### config.mk
export PLATFORM = sky130hd
export DESIGN_NAME = cg_loop_filter
export DESIGN_NICKNAME = d
export VERILOG_FILES = /design/src/rtl/cgf_pkg.sv /design/src/rtl/cgf_regs.sv /design/src/rtl/cgf_accum.sv /design/src/rtl/cgf_dsm.sv /design/src/rtl/cgf_therm.sv /design/src/rtl/cg_loop_filter.sv
export SDC_FILE = /design/constraint.sdc
export NUM_CORES = 1
export LEC_CHECK = 0
export ABC_CLOCK_PERIOD_IN_PS = 4100
export BUFFER_PORTS_ARGS = -buffer_cell sky130_fd_sc_hd__buf_2
export CORE_MARGIN = 8
export CORE_UTILIZATION = 50
export CTS_CLUSTER_SIZE = 28
export DETAILED_ROUTE_END_ITERATION = 10
export PLACE_DENSITY = 0.69
export SLEW_MARGIN = 20
export SYNTH_ARGS = -nofsm -noshare
export SYNTH_HDL_FRONTEND = slang
export SYNTH_SLANG_ARGS = --single-unit
### constraint.sdc
create_clock -name clk -period 4.1 [get_ports clk]
set_input_delay 0.82 -clock clk [delete_from_list [all_inputs] [get_ports clk]]
set_output_delay 0.82 -clock clk [all_outputs]
set_load 0.05 [all_outputs]
### src/rtl/cgf_pkg.sv
package cgf_pkg;

    typedef struct packed {
        logic invert;
        logic freeze;
        logic dither;
    } cgf_ctrl_t;

    localparam logic [1:0] ADDR_GAIN = 2'd0;
    localparam logic [1:0] ADDR_CTRL = 2'd1;

endpackage

### src/rtl/cgf_regs.sv
module cgf_regs
    import cgf_pkg::*;
#(
    parameter int GAIN_W = 8
) (
    input  logic              clk,
    input  logic              rst_n,
    input  logic              we_i,
    input  logic [1:0]        addr_i,
    input  logic [GAIN_W-1:0] wdata_i,
    output logic [GAIN_W-1:0] gain_o,
    output cgf_ctrl_t         ctrl_o
);
    typedef struct packed {
        logic [GAIN_W-1:0] gain;
        cgf_ctrl_t         ctrl;
    } regs_t;

    regs_t s_d, s_q;

    always_comb begin
        s_d = s_q;
        if (we_i && addr_i == ADDR_GAIN) s_d.gain = wdata_i;
        if (we_i && addr_i == ADDR_CTRL) s_d.ctrl = cgf_ctrl_t'(wdata_i[2:0]);
    end

    always_ff @(posedge clk or negedge rst_n) begin
        if (!rst_n) begin
            s_q.gain <= GAIN_W'(1);
            s_q.ctrl <= '0;
        end else begin
            s_q <= s_d;
        end
    end

    assign gain_o = s_q.gain;
    assign ctrl_o = s_q.ctrl;

    p_ignore_addr_r7: assert property (@(posedge clk) disable iff (!rst_n)
        (we_i && addr_i[1]) |=> ($stable(gain_o) && $stable(ctrl_o)));
endmodule

### src/rtl/cgf_accum.sv
module cgf_accum #(
    parameter int ACC_W  = 16,
    parameter int GAIN_W = 8
) (
    input  logic              clk,
    input  logic              rst_n,
    input  logic              inc_i,
    input  logic              dec_i,
    input  logic              freeze_i,
    input  logic [GAIN_W-1:0] gain_i,
    output logic [ACC_W-1:0]  acc_o
);
    localparam logic [ACC_W-1:0] ACC_MAX = '1;
    localparam logic [ACC_W-1:0] ACC_MID = ACC_W'(1) << (ACC_W-1);

    logic [ACC_W-1:0] acc_d, acc_q;
    logic [ACC_W:0]   sum_w;
    logic [ACC_W-1:0] gain_w;

    always_comb begin
        gain_w = ACC_W'(gain_i);
        sum_w  = {1'b0, acc_q} + {1'b0, gain_w};
        acc_d  = acc_q;
        if (!freeze_i && inc_i && !dec_i)
            acc_d = sum_w[ACC_W] ? ACC_MAX : sum_w[ACC_W-1:0];
        else if (!freeze_i && dec_i && !inc_i)
            acc_d = (acc_q < gain_w) ? '0 : acc_q - gain_w;
    end

    always_ff @(posedge clk or negedge rst_n) begin
        if (!rst_n) acc_q <= ACC_MID;
        else        acc_q <= acc_d;
    end

    assign acc_o = acc_q;

    p_sat_top_r3: assert property (@(posedge clk) disable iff (!rst_n)
        (inc_i && !dec_i && acc_q == ACC_MAX) |=> acc_q == ACC_MAX);
    p_sat_bottom_r3: assert property (@(posedge clk) disable iff (!rst_n)
        (dec_i && !inc_i && acc_q == '0) |=> acc_q == '0);
    p_freeze_hold_r8: assert property (@(posedge clk) disable iff (!rst_n)
        freeze_i |=> $stable(acc_q));
    p_idle_hold_r2: assert property (@(posedge clk) disable iff (!rst_n)
        (inc_i == dec_i) |=> $stable(acc_q));
endmodule

### src/rtl/cgf_dsm.sv
module cgf_dsm #(
    parameter int FRAC_W = 5,
    parameter int FINE_W = 5
) (
    input  logic              clk,
    input  logic              rst_n,
    input  logic              en_i,
    input  logic [FRAC_W-1:0] frac_i,
    input  logic [FINE_W-1:0] fine_i,
    output logic [FINE_W-1:0] fine_o
);
    localparam logic [FINE_W-1:0] FINE_MAX = '1;

    logic [FRAC_W-1:0] frac_d, frac_q;
    logic [FRAC_W:0]   fsum_w;
    logic              carry_w;

    always_comb begin
        fsum_w  = {1'b0, frac_q} + {1'b0, frac_i};
        carry_w = en_i & fsum_w[FRAC_W];
        frac_d  = en_i ? fsum_w[FRAC_W-1:0] : '0;
        if (carry_w && fine_i != FINE_MAX) fine_o = fine_i + FINE_W'(1);
        else                               fine_o = fine_i;
    end

    always_ff @(posedge clk or negedge rst_n) begin
        if (!rst_n) frac_q <= '0;
        else        frac_q <= frac_d;
    end

    p_off_clears_r6: assert property (@(posedge clk) disable iff (!rst_n)
        !en_i |=> frac_q == '0);
    p_no_wrap_r6: assert property (@(posedge clk) disable iff (!rst_n)
        fine_o >= fine_i);
endmodule

### src/rtl/cgf_therm.sv
module cgf_therm #(
    parameter int IN_W = 3
) (
    input  logic [IN_W-1:0]       code_i,
    output logic [(1<<IN_W)-2:0]  lines_o
);
    localparam int LINES = (1 << IN_W) - 1;

    for (genvar i = 0; i < LINES; i++) begin : g_line
        assign lines_o[i] = ({1'b0, code_i} > (IN_W+1)'(i));
    end
endmodule

### src/rtl/cg_loop_filter.sv
module cg_loop_filter
    import cgf_pkg::*;
#(
    parameter int ACC_W    = 16,
    parameter int COARSE_W = 6,
    parameter int BIN_W    = 2,
    parameter int THERM_W  = 3,
    parameter int GAIN_W   = 8
) (
    input  logic                      clk,
    input  logic                      rst_n,
    input  logic                      up_i,
    input  logic                      dn_i,
    input  logic                      cfg_we_i,
    input  logic [1:0]                cfg_addr_i,
    input  logic [GAIN_W-1:0]         cfg_wdata_i,
    output logic [COARSE_W-1:0]       coarse_o,
    output logic [BIN_W-1:0]          fine_bin_o,
    output logic [(1<<THERM_W)-2:0]   fine_therm_o
);
    localparam int FINE_W = BIN_W + THERM_W;
    localparam int FRAC_W = ACC_W - COARSE_W - FINE_W;
    localparam int LINES  = (1 << THERM_W) - 1;
    localparam logic [COARSE_W-1:0] COARSE_RST = COARSE_W'(1) << (COARSE_W-1);

    typedef struct packed {
        logic [COARSE_W-1:0] coarse;
        logic [BIN_W-1:0]    bin;
        logic [LINES-1:0]    therm;
    } out_t;

    logic [GAIN_W-1:0] gain_w;
    cgf_ctrl_t         ctrl_w;
    logic              inc_w, dec_w;
    logic [ACC_W-1:0]  acc_w;
    logic [FINE_W-1:0] fine_w;
    logic [LINES-1:0]  therm_w;
    out_t              out_d, out_q;

    cgf_regs #(.GAIN_W(GAIN_W)) regs_i (
        .clk(clk), .rst_n(rst_n), .we_i(cfg_we_i), .addr_i(cfg_addr_i),
        .wdata_i(cfg_wdata_i), .gain_o(gain_w), .ctrl_o(ctrl_w)
    );

    assign inc_w = ctrl_w.invert ? dn_i : up_i;
    assign dec_w = ctrl_w.invert ? up_i : dn_i;

    cgf_accum #(.ACC_W(ACC_W), .GAIN_W(GAIN_W)) accum_i (
        .clk(clk), .rst_n(rst_n), .inc_i(inc_w), .dec_i(dec_w),
        .freeze_i(ctrl_w.freeze), .gain_i(gain_w), .acc_o(acc_w)
    );

    cgf_dsm #(.FRAC_W(FRAC_W), .FINE_W(FINE_W)) dsm_i (
        .clk(clk), .rst_n(rst_n), .en_i(ctrl_w.dither),
        .frac_i(acc_w[FRAC_W-1:0]), .fine_i(acc_w[FRAC_W +: FINE_W]),
        .fine_o(fine_w)
    );

    cgf_therm #(.IN_W(THERM_W)) therm_i (
        .code_i(fine_w[FINE_W-1 -: THERM_W]), .lines_o(therm_w)
    );

    always_comb begin
        out_d.coarse = acc_w[ACC_W-1 -: COARSE_W];
        out_d.bin    = fine_w[BIN_W-1:0];
        out_d.therm  = therm_w;
    end

    always_ff @(posedge clk or negedge rst_n) begin
        if (!rst_n) begin
            out_q.coarse <= COARSE_RST;
            out_q.bin    <= '0;
            out_q.therm  <= '0;
        end else begin
            out_q <= out_d;
        end
    end

    assign coarse_o     = out_q.coarse;
    assign fine_bin_o   = out_q.bin;
    assign fine_therm_o = out_q.therm;

    p_coarse_follow_r4: assert property (@(posedge clk) disable iff (!rst_n)
        1'b1 |=> coarse_o == $past(acc_w[ACC_W-1 -: COARSE_W]));
    p_therm_fill_r5: assert property (@(posedge clk) disable iff (!rst_n)
        ((fine_therm_o & (fine_therm_o + LINES'(1))) == '0));
    p_invert_dir_r9: assert property (@(posedge clk) disable iff (!rst_n)
        (ctrl_w.invert && !ctrl_w.freeze && up_i && !dn_i && acc_w != '0)
        |=> acc_w < $past(acc_w) || $past(gain_w) == '0);
endmodule

==> flow_metrics.py <==
metrics = {
    "pwr": {
        "swShare_pct": 47.2,
        "power_frac_clock_pct": 15.1,
        "leakage_uw": 0.00149,
        "pwr-share-seq_pct": 30.0,
        "intPower_uw": 1400,
        "vdd_ir_drop_max_v": 0.000396,
        "combPwrFrac_pct": 54.9,
        "power_switching_uw": 1250,
        "powerDensity_nw_per_um2": 763,
    },
    "hold_path": {
        "min_to": "coarse_o[5]$_DFF_PN1_",
        "min_path_cells": 0,
        "min_from": "accum_i.acc_o[15]$_DFFE_PN1P_",
        "hold_path_class": "reg2reg",
    },
    "critical_path": {
        "r2r_start": "regs_i.gain_o[0]$_DFFE_PN1P_",
        "cp_slowest_cell": "o21ai_2",
        "timing.rr.end": "accum_i.acc_o[2]$_DFFE_PN0P_",
        "crit_type": "reg2reg",
        "reg2reg_slack_ps": 1050,
        "startpoint_type": "flip-flop",
        "cp-end-kind": "flip-flop",
        "worst_path_largest_cell_delay_ps": 560,
        "crit_chain": "ha_1 -> inv_1 -> fa_1 -> a21oi_1 -> or3_1 -> o211ai_2 -> o21ai_2 -> nor2_1 -> a2111oi_0 -> nor3_1",
        "cp_data_arrival_time_ps": 3220,
        "crit_fanout": 12,
        "reg2reg_depth": 10,
        "cp.required_ps": 4270,
    },
    "sta": {
        "setup_viol": 0,
        "period_needed_ps": 3050,
        "fin_skew_ps": 5.51,
        "worstMarginPinSlew_ps": 904,
        "max_slew_margin_pct": 39.7,
        "hold_violations": 0,
        "fin_crit_sh_pct": 74.4,
        "fmax_mhz": 328,
        "rsz0062_at_grt": "false",
        "setup_tns_ps": 0,
        "hold-worst-slack_ps": 433,
        "drv_slew": 0,
    },
    "die": {
        "die_h_um": 95.4,
        "io_pins": 30,
        "core_um2": 6200,
        "start_util_pct": 50.8,
        "dieArea_um2": 9090,
        "core.rowCount": 29,
        "die_w_um": 95.4,
    },
    "synthesis": {
        "synthDistinctLibCells": 64,
        "synth_most_common_cell": "dfrtp_1",
        "synth_fp_nets": 381,
        "synth_area_leader_cell": "dfrtp_1",
        "ys_seq_elements": 47,
        "netlist_instances": 340,
        "yosys-top-cells-area": "dfrtp_1 35%, ha_1 9.1%, nor2_1 4.5%",
        "synth_edf_count": 0,
        "synth_async_sr_flop_share_pct": 100,
        "synth_area_um2": 3150,
        "synth_ff_type": "dfrtp_1",
        "syn_area_per_cell_um2": 9.26,
        "ys_warn_count": 0,
        "ys_seq_area_share_pct": 37.5,
        "synth_top_area_share_pct": 35.0,
        "synthTopCellsByCount": "44 x dfrtp_1, 38 x nor2_1, 26 x nand2_1",
    },
    "clocking": {
        "cts_tree": "done",
        "clk_latency_ps": 300,
        "cts_resized": 0,
        "clockRootBuffer": "clkbuf_8",
        "clk_pin_slew_ps": 90,
        "post_cts_buffers": 0,
        "clockBufferDepth": 2,
        "cts_buffers": 5,
        "cts_max_level": 2,
        "hold_buffers": 0,
        "clock_sinks": 47,
    },
    "placement": {
        "place_congestion": 0.926,
        "hpwl_um": 5330,
        "numPortBuffers": 29,
        "place_area_um2": 3330,
    },
    "layout": {
        "final_area_um2": 3470,
        "nets": 404,
        "insertedDiodeCount": 0,
        "final_util_pct": 55.9,
        "drive_above_1_share_pct": 17.3,
        "synthToLayoutAreaGrowth_pct": 10.1,
    },
    "route": {
        "ant_nets": 0,
        "vias": 2649,
        "vias_per_cell": 6.01,
        "detail_route.iter0.violations": 112,
        "drt-pass1-iter-count": 4,
        "drt-total-wl_um": 7260,
        "wl_per_cell_um": 16.5,
        "drc_errors": 0,
    },
    "global_routing": {
        "grt_first_pass_wirelength_um": 12100,
        "globalRouteOverflowTotal": 0,
        "grt_usage_pct": 16.6,
        "antenna_found_initial": 0,
        "grt_pass1_vias": 2530,
        "grt_max_degree": 48,
    },
    "run": {
        "drv_cap": 0,
    },
    "status": {
        "outcome": "finished, final reports clean",
    },
}
-- metrics by stage --
| stage | power [uW] | cells | setup WS, ps |
|---|---|---|---|
| floorplan | 1910 | 340 | 1480 |
| global placement | 2210 | 433 | 1110 |
| detailed placement | 2240 | 433 | 1100 |
| CTS | 2650 | 441 | 1090 |
| global route | 2850 | 441 | 767 |
| finish | 2650 | 441 | 1050 |
-- kinds of logic after synthesis --
group	Yosys count	synth area share [%]
AND/OR/NAND/NOR	118	19.0
AO/OA/AOI/OAI	94	21.7
flip-flops	47	37.5
buffers and inverters	37	5.16
adder cells (fa/ha/maj)	26	11.0
XOR/XNOR	9	2.50
multiplexers	9	3.06
-- flip-flops by register name (all words and copies together), names as in the netlist --
register / flops
regs_i.gain_o: 8
dsm_i.frac_q: 5
fine_bin_o: 2
fine_therm_o: 7
accum_i.acc_o: 16
regs_i.ctrl_o: 3
coarse_o: 6
-- worst max-delay path by stage --
stage                            startpoint                       endpoint  slack (ps)  cells past startpoint
2_1_floorplan  regs_i.gain_o[0]$_DFFE_PN1P_  accum_i.acc_o[10]$_DFFE_PN0P_        1480                     10
3_3_place_gp   regs_i.gain_o[0]$_DFFE_PN1P_   accum_i.acc_o[2]$_DFFE_PN0P_        1110                     10
3_5_place_dp   regs_i.gain_o[0]$_DFFE_PN1P_   accum_i.acc_o[2]$_DFFE_PN0P_        1100                     10
4_1_cts        regs_i.gain_o[0]$_DFFE_PN1P_   accum_i.acc_o[2]$_DFFE_PN0P_        1090                     10
5_1_grt        regs_i.gain_o[0]$_DFFE_PN1P_   accum_i.acc_o[2]$_DFFE_PN0P_         770                     10
6_report       regs_i.gain_o[0]$_DFFE_PN1P_   accum_i.acc_o[2]$_DFFE_PN0P_        1050                     10
-- critical path, delay by kind of cell, from the launching register on --
family	cells	cell delay [ps]
AOI/OAI and AO/OA	4	1360
and+or+nand+nor	3	330
buffers and inverters	1	60
DFF	1	550
adders and majority gates	2	610
-- layer usage --
layer,vias to the layer above,track usage (%),part of all wire [%]
met5,-,0,0
met4,0,5.20,1.5
met3,15,2.44,6.4
met2,111,28.7,48
met1,1247,20.7,44
li1,1276,-,-
-- power groups by stage --
stage | registers (uW) | clock network, uW | logic [uW]
6_report | 793 | 401 | 1450
5_1_grt | 821 | 429 | 1600
4_1_cts | 791 | 417 | 1450
3_5_place_dp | 802 | 0 | 1440
3_3_place_gp | 794 | 0 | 1420
2_1_floorplan | 919 | 0 | 995
-- final cells by class --
cell class                 count  area [um^2]
clock buffer                   6         72.6
clock inverter                 2         60.1
fill                         545         2740
inverter                      22         82.6
multi-input combinational    256         1810
sequential                    47         1180
tap                           77         96.3
timing repair buffer          31          163
-- cell usage in the layout (no fill, tap or decap), types with 3 or more instances in the layout --
master and count:
xnor2_1 7, nand2_1 26, a31o_2 3, nand4_1 3
nand3_1 7, inv_1 22, nor3_1 7, ha_1 23
dfrtp_1 44, mux2i_1 4, buf_4 3, a31oi_1 6
o21ai_0 16, o2111ai_1 6, nand3b_1 3, dfstp_2 3
clkbuf_8 5, a41oi_1 3, nor2_1 38, buf_2 28
fa_1 3, a21oi_1 20, a2111oi_0 4, a21o_1 6
and2_1 7, nand2b_1 6, nor2b_1 4, mux2_2 5
o22ai_1 3
Power figures use the tool's default switching activity.
